<file path="src/rtl/wordeng_pkg.sv">
package wordeng_pkg;

  typedef enum logic [2:0] {
    OP_NOP   = 3'd0,
    OP_COM   = 3'd1,
    OP_MOVE  = 3'd2,
    OP_NMOVE = 3'd3,
    OP_SH1   = 3'd4,
    OP_SH2   = 3'd5,
    OP_SH4   = 3'd6,
    OP_RSV   = 3'd7
  } wordOp_e;

  typedef struct packed {
    logic load;
    logic rdStb;
    logic wrStb;
    logic step;
  } ctlStb_t;

endpackage

</file>
<file path="src/rtl/wordeng_ctl.sv">
module wordeng_ctl
  import wordeng_pkg::*;
#(
  parameter int CNT_W = 8
) (
  input  logic             clk,
  input  logic             rstN,
  input  logic             start,
  input  logic [CNT_W-1:0] runCount,
  output ctlStb_t          stb,
  output logic             done
);

  typedef enum logic [1:0] {S_IDLE, S_RD, S_WR} state_e;

  state_e            state;
  logic [CNT_W-1:0]  remain;
  logic              accept;

  assign accept = (state == S_IDLE) && start && (runCount != '0);

  always_ff @(posedge clk) begin
    if (!rstN) begin
      state  <= S_IDLE;
      remain <= '0;
      done   <= 1'b1;
    end else begin
      unique case (state)
        S_IDLE: if (accept) begin
          remain <= runCount;
          state  <= S_RD;
          done   <= 1'b0;
        end
        S_RD: state <= S_WR;
        S_WR: begin
          if (remain == CNT_W'(1)) begin
            state <= S_IDLE;
            done  <= 1'b1;
          end else begin
            remain <= remain - 1'b1;
            state  <= S_RD;
          end
        end
        default: state <= S_IDLE;
      endcase
    end
  end

  always_comb begin
    stb.load  = accept;
    stb.rdStb = (state == S_RD);
    stb.wrStb = (state == S_WR);
    stb.step  = (state == S_WR);
  end

  // memory is never touched while the engine reports idle
  p_no_access_done_r10: assert property (@(posedge clk) disable iff (!rstN)
    (stb.rdStb || stb.wrStb) |-> !done);

  // done only rises right after a write cycle
  p_done_after_write_r10: assert property (@(posedge clk) disable iff (!rstN)
    $rose(done) |-> $past(stb.wrStb));

  // zero-length run leaves the engine idle
  p_zero_run_r11: assert property (@(posedge clk) disable iff (!rstN)
    (state == S_IDLE && start && runCount == '0) |=> (done && state == S_IDLE));

endmodule

</file>
<file path="src/rtl/wordeng_dp.sv">
module wordeng_dp
  import wordeng_pkg::*;
#(
  parameter int WORD_W = 16,
  parameter int X_W    = 10,
  parameter int Y_W    = 5
) (
  input  logic                           clk,
  input  logic                           rstN,
  input  ctlStb_t                        stb,
  input  logic [2:0]                     opSel,
  input  logic                           dirRtl,
  input  logic                           patBit,
  input  logic [X_W-1:0]                 xPos,
  input  logic [Y_W-1:0]                 yPos,
  input  logic [WORD_W-1:0]              memRdData,
  output logic [Y_W+X_W-$clog2(WORD_W)-1:0] memAddr,
  output logic                           memRdEn,
  output logic                           memWrEn,
  output logic [WORD_W-1:0]              memWrData,
  output logic                           invValid,
  output logic [Y_W+X_W-$clog2(WORD_W)-1:0] invIndex
);

  localparam int COL_SH = $clog2(WORD_W);
  localparam int ADDR_W = Y_W + X_W - COL_SH;

  logic [ADDR_W-1:0] idxQ;
  wordOp_e           opQ;
  logic              dirQ;
  logic [WORD_W-1:0] fillQ;
  logic [WORD_W-1:0] shInQ;
  logic [WORD_W-1:0] wrWord;
  logic              isShift;
  logic              xLowUnused;

  assign xLowUnused = ^xPos[COL_SH-1:0];

  function automatic logic [WORD_W-1:0] shiftWord(
    input logic [WORD_W-1:0] w,
    input logic [WORD_W-1:0] si,
    input int unsigned       n,
    input logic              rtl
  );
    if (rtl) return (w >> n) | (si << (WORD_W - n));
    else     return (w << n) | (si >> (WORD_W - n));
  endfunction

  assign isShift = (opQ == OP_SH1) || (opQ == OP_SH2) || (opQ == OP_SH4);

  always_comb begin
    unique case (opQ)
      OP_COM:   wrWord = ~memRdData;
      OP_MOVE:  wrWord = fillQ;
      OP_NMOVE: wrWord = ~fillQ;
      OP_SH1:   wrWord = shiftWord(memRdData, shInQ, 1, dirQ);
      OP_SH2:   wrWord = shiftWord(memRdData, shInQ, 2, dirQ);
      OP_SH4:   wrWord = shiftWord(memRdData, shInQ, 4, dirQ);
      default:  wrWord = memRdData;
    endcase
  end

  always_ff @(posedge clk) begin
    if (!rstN) begin
      idxQ  <= '0;
      opQ   <= OP_NOP;
      dirQ  <= 1'b0;
      fillQ <= '0;
      shInQ <= '0;
    end else if (stb.load) begin
      idxQ  <= {yPos, xPos[X_W-1:COL_SH]};
      opQ   <= wordOp_e'(opSel);
      dirQ  <= dirRtl;
      fillQ <= {WORD_W{patBit}};
      shInQ <= {WORD_W{patBit}};
    end else if (stb.step) begin
      idxQ <= dirQ ? idxQ - 1'b1 : idxQ + 1'b1;
      if (isShift) shInQ <= memRdData;
    end
  end

  assign memAddr   = idxQ;
  assign invIndex  = idxQ;
  assign memRdEn   = stb.rdStb;
  assign invValid  = stb.wrStb;
  assign memWrEn   = stb.wrStb && (opQ != OP_NOP) && (opQ != OP_RSV);
  assign memWrData = wrWord;

  // a write lands on the address read in the previous cycle
  p_same_addr_r3: assert property (@(posedge clk) disable iff (!rstN)
    stb.wrStb |-> ($past(stb.rdStb) && memAddr == $past(memAddr)));

  // index moves by exactly one in the chosen direction
  p_walk_r9: assert property (@(posedge clk) disable iff (!rstN)
    $past(stb.step) |-> (idxQ == (dirQ ? ADDR_W'($past(idxQ) - 1'b1)
                                       : ADDR_W'($past(idxQ) + 1'b1))));

  // a solid fill writes only all-zero or all-one words
  p_move_solid_r5: assert property (@(posedge clk) disable iff (!rstN)
    (memWrEn && opQ == OP_MOVE) |-> (memWrData == '0 || memWrData == '1));

endmodule

</file>
<file path="src/rtl/wordeng_top.sv">
module wordeng_top
  import wordeng_pkg::*;
#(
  parameter int WORD_W = 16,
  parameter int X_W    = 10,
  parameter int Y_W    = 5,
  parameter int CNT_W  = 8
) (
  input  logic                              clk,
  input  logic                              rstN,
  input  logic                              start,
  input  logic [CNT_W-1:0]                  runCount,
  input  logic [2:0]                        opSel,
  input  logic                              dirRtl,
  input  logic                              patBit,
  input  logic [X_W-1:0]                    xPos,
  input  logic [Y_W-1:0]                    yPos,
  output logic [Y_W+X_W-$clog2(WORD_W)-1:0] memAddr,
  output logic                              memRdEn,
  input  logic [WORD_W-1:0]                 memRdData,
  output logic                              memWrEn,
  output logic [WORD_W-1:0]                 memWrData,
  output logic                              invValid,
  output logic [Y_W+X_W-$clog2(WORD_W)-1:0] invIndex,
  output logic                              done
);

  ctlStb_t stb;

  wordeng_ctl #(.CNT_W(CNT_W)) ctl_i (
    .clk      (clk),
    .rstN     (rstN),
    .start    (start),
    .runCount (runCount),
    .stb      (stb),
    .done     (done)
  );

  wordeng_dp #(.WORD_W(WORD_W), .X_W(X_W), .Y_W(Y_W)) dp_i (
    .clk       (clk),
    .rstN      (rstN),
    .stb       (stb),
    .opSel     (opSel),
    .dirRtl    (dirRtl),
    .patBit    (patBit),
    .xPos      (xPos),
    .yPos      (yPos),
    .memRdData (memRdData),
    .memAddr   (memAddr),
    .memRdEn   (memRdEn),
    .memWrEn   (memWrEn),
    .memWrData (memWrData),
    .invValid  (invValid),
    .invIndex  (invIndex)
  );

endmodule

</file>
<file path="config.mk">
export PLATFORM = sky130hd
export DESIGN_NAME = wordeng_top
export DESIGN_NICKNAME = d
export VERILOG_FILES = /design/src/rtl/wordeng_pkg.sv /design/src/rtl/wordeng_ctl.sv /design/src/rtl/wordeng_dp.sv /design/src/rtl/wordeng_top.sv
export SDC_FILE = /design/constraint.sdc
export NUM_CORES = 1
export LEC_CHECK = 0
export BUFFER_PORTS_ARGS = -buffer_cell sky130_fd_sc_hd__buf_4
export CORE_MARGIN = 3
export CORE_UTILIZATION = 58
export CTS_BUF_LIST = sky130_fd_sc_hd__clkbuf_8
export CTS_CLUSTER_DIAMETER = 50
export DETAILED_ROUTE_END_ITERATION = 10
export HOLD_SLACK_MARGIN = 0.15
export MAX_ROUTING_LAYER = met4
export PLACE_DENSITY = 0.95
export SETUP_SLACK_MARGIN = 0.2
export SLEW_MARGIN = 20
export SYNTH_ARGS = -nofsm -noshare
export SYNTH_HDL_FRONTEND = slang
export SYNTH_SLANG_ARGS = --single-unit
</file>
<file path="constraint.sdc">
create_clock -name clk -period 3.08 [get_ports clk]
set_input_delay 0.616 -clock clk [delete_from_list [all_inputs] [get_ports clk]]
set_output_delay 0.616 -clock clk [all_outputs]
set_load 0.01 [all_outputs]
</file>
==> flow_summary.ini <==
[power_and_ir_drop]
power.share.clock = 0.275
p_switching_w = 0.000551
switching_share_of_total_power = 0.350
p_total_w = 0.00157
power_report.internal_total_w = 0.00102
power.share.sequential = 0.347
vdd.ir_drop.worst_mv = 0.402
powerDensity_nw_per_um2 = 421
p_comb_frac = 0.377
p_leak_nw = 1.61

[synthesis]
syn_nets = 471
synth-async-reset-ratio = 0
area_share_of_xor_xnor_cells_in_the_synthesized_design = 0.0289
synth-edff-count = 0
ys_seq_area_frac = 0.232
post_synth_instance_area_sq_um = 3030
synth.area.mux_share = 0.00703
yosysUniqueCellTypes = 59
ys.flop_type = sky130_fd_sc_hd__dfxtp_1
yosys_warnings = 0
post_synth.cell_area_avg_sq_um = 7.34
dominant_combinational_cell_family_by_area_after_synthesis = compound AO/OA/AOI/OAI gates
post_synth_fa_ha_maj_area_fraction = 0.0521
number_of_standard_cells_after_synthesis = 412
synthesized_flop_and_latch_total = 35
synth_simple_gate_area_share = 0.224
synth_compound_gate_area_share = 0.383

[setup_path]
worst-path-max-fanout = 16
crit_type = reg -> out
critical_path_launch_point_type = flip-flop
data_arrival_time_of_the_critical_path_ns = 2.04
critical_path.endpoint_type = primary output
cp.required_ns = 2.46

[timing]
worst_hold_slack_ns = 0.475
worst-slew-pin-transition_ns = 0.749
final_max_slew_viols = 0
finalClockSkew_ns = 0.00489
setup_tns_ns = 0
fmax_mhz = 377
finalCritPeriodShare = 0.861
setup-violations-final = 0
rsz0062_at_grt = no
hold_viol_final = 0
timing.slew.headroom = 0.501
min_period_ns = 2.65

[layout]
fillerInstances = 396
finish.net_count = 531
layout-area-overhead-vs-synth_pct = 23.3
drive_gt1_frac = 0.239
multi_input_area_sq_um = 2110
insertedDiodeCount = 0
sequential_cell_area_sq_um = 702

[clock_tree]
cts_tree = built
cts_num_sinks = 35
numCtsBuffers = 5
clk_path_buf_depth = 2
clk-insertion-delay-late_ns = 0.29
postCtsHoldBufs = 0
post_cts_setup_repair_buffer_count = 0
clock-root-buffer = sky130_fd_sc_hd__clkbuf_8
cts-htree-levels = 2
clk_pin_slew_ns = 0.08

[grt]
first_pass_grt_wire_length_um = 14800
grt_max_degree = 41
grt_antenna_before_repair = 0
grt_util_all_layers = 0.300
first_global_vias = 3216
globalRouteOverflowTotal = 0

[placement]
portBuffers = 84
dp_hpwl_um = 6520
place_congestion = 0.929

[die]
die_h_um = 78.2
placementRows = 25
initial_utilization = 0.620
chipWidth_um = 78.2
design.core.area_sq_um = 4880
dieArea_sq_um = 6120
boundaryPins = 89

[drt]
drt-total-wl_um = 8990
drt_first_iter_violations = 370
detail-route-antenna-nets = 0
number_of_vias_in_the_routed_layout = 3460
detail_route.drc_violations = 0
drtPass1Iterations = 5
route.detailed.vias_per_inst = 6.41
post_drt_wl_per_cell_um = 16.6

[job]
drv.max_cap_violation_count = 0

[min_path]
min-delay-path-class = reg -> reg

[run_status]
outcome = finished clean
## metal layers
layer | global-route usage | share of wire
met1 | 0.382 | 0.43
met2 | 0.484 | 0.48
met3 | 0.0470 | 0.067
met4 | 0.105 | 0.023
met5 | - | 0
## state kept, by name (all words and copies together) (netlist names)
register       cells
ctl_i.done         1
ctl_i.remain       8
ctl_i.state        2
dp_i.dirQ          1
dp_i.fillQ         1
dp_i.invIndex     11
dp_i.opQ           3
dp_i.shInQ         8
## synthesized netlist by cell type (all sizes together) (3+ instances only)
master    n  area share
nand2    47       0.058
o21ai    71        0.12
a31oi     4      0.0083
xor2      4       0.012
o22ai     4      0.0083
buf      15       0.035
and2     18       0.037
clkbuf   22       0.027
o2111ai  13       0.038
inv       8      0.0099
a21o      3      0.0074
or4       3      0.0087
and3      3      0.0062
a21boi    8       0.021
o211ai    9       0.024
o22a     12       0.035
nand3     5      0.0083
xnor2     6       0.017
or2       3      0.0062
ha       11       0.045
nor2     15       0.019
a21oi    29       0.053
nor2b    21       0.043
o32a      4       0.013
nor3      3      0.0050
dfxtp    35        0.23
## power groups by stage
stage | clock (W) | combinational [W] | sequential [W]
3_5_place_dp | 0 | 0.000583 | 0.000553
4_1_cts | 0.000437 | 0.000587 | 0.000544
6_report | 0.000433 | 0.000593 | 0.000546
3_3_place_gp | 0 | 0.000565 | 0.000550
5_1_grt | 0.000464 | 0.000649 | 0.000553
2_1_floorplan | 0 | 0.000373 | 0.000544
## cells by family after synthesis
| logic type | Yosys count |
|---|---|
| multiplexers | 2 |
| XOR/XNOR | 10 |
| AO/OA/AOI/OAI | 177 |
| AND/OR/NAND/NOR | 130 |
| flip-flops | 35 |
| buffers and inverters | 46 |
| adder cells (fa/ha/maj) | 12 |
## metrics by stage
step,std cells,util,worst slack (ns),instance area (sq um)
after global routing,540,0.764,0.251,3730
after detailed placement,532,0.739,0.492,3610
after CTS,540,0.763,0.225,3720
final,540,0.764,0.427,3730
after global placement,532,0.739,0.536,3610
after floorplan,412,-,0.704,3030
## cell type report
cell class                 instances  share of cell area
clock buffer                       5              0.0185
clock inverter                     3              0.0127
inverter                           9             0.00906
multi-input combinational        331               0.565
sequential                        35               0.188
tap                               67              0.0225
timing repair buffer              90               0.185
## worst paths after layout
kind,endpoint,startpoint,depth (start not counted),slack (ns)
worst max-delay path,memWrData[2],dp_i.opQ[0],4,0.43
worst max register to register,ctl_i.remain[7],ctl_i.remain[2],5,0.80
worst min-delay path,dp_i.fillQ[0],dp_i.fillQ[0],2,0.47
worst min register to register,dp_i.fillQ[0],dp_i.fillQ[0],2,0.47
## critical path, stage by stage (launching register included)
cell and delay, ns:
sky130_fd_sc_hd__dfxtp_1 0.51, sky130_fd_sc_hd__or3b_2 0.66, sky130_fd_sc_hd__o2111ai_1 0.28, sky130_fd_sc_hd__o22a_1 0.18, sky130_fd_sc_hd__buf_4 0.12
## layout by cell type (no fill, tap or decap), drive strengths merged, types with 3 or more instances in the layout
cell     Yosys  final
a21o         3      3
xnor2        6      6
inv          8      9
dfxtp       35     35
or2          3      3
clkbuf      22      5
and2        18     18
nor2b       21     21
buf         15     90
o211ai       9      9
and3         3      3
a21oi       29     29
o22ai        4      4
o21ai       71     71
nor2        15     15
nor3         3      3
xor2         4      4
o2111ai     13     13
ha          11     11
a21boi       8      8
o32a         4      4
nand2       47     47
nand3        5      5
or4          3      3
a31oi        4      4
o22a        12     12
## repair_timing
item                       CTS  global route
hold endpoints to repair     0             0
setup endpoints to repair    0             2
gates resized for setup      0             1
No activity file was read; power rests on OpenSTA's default activity.
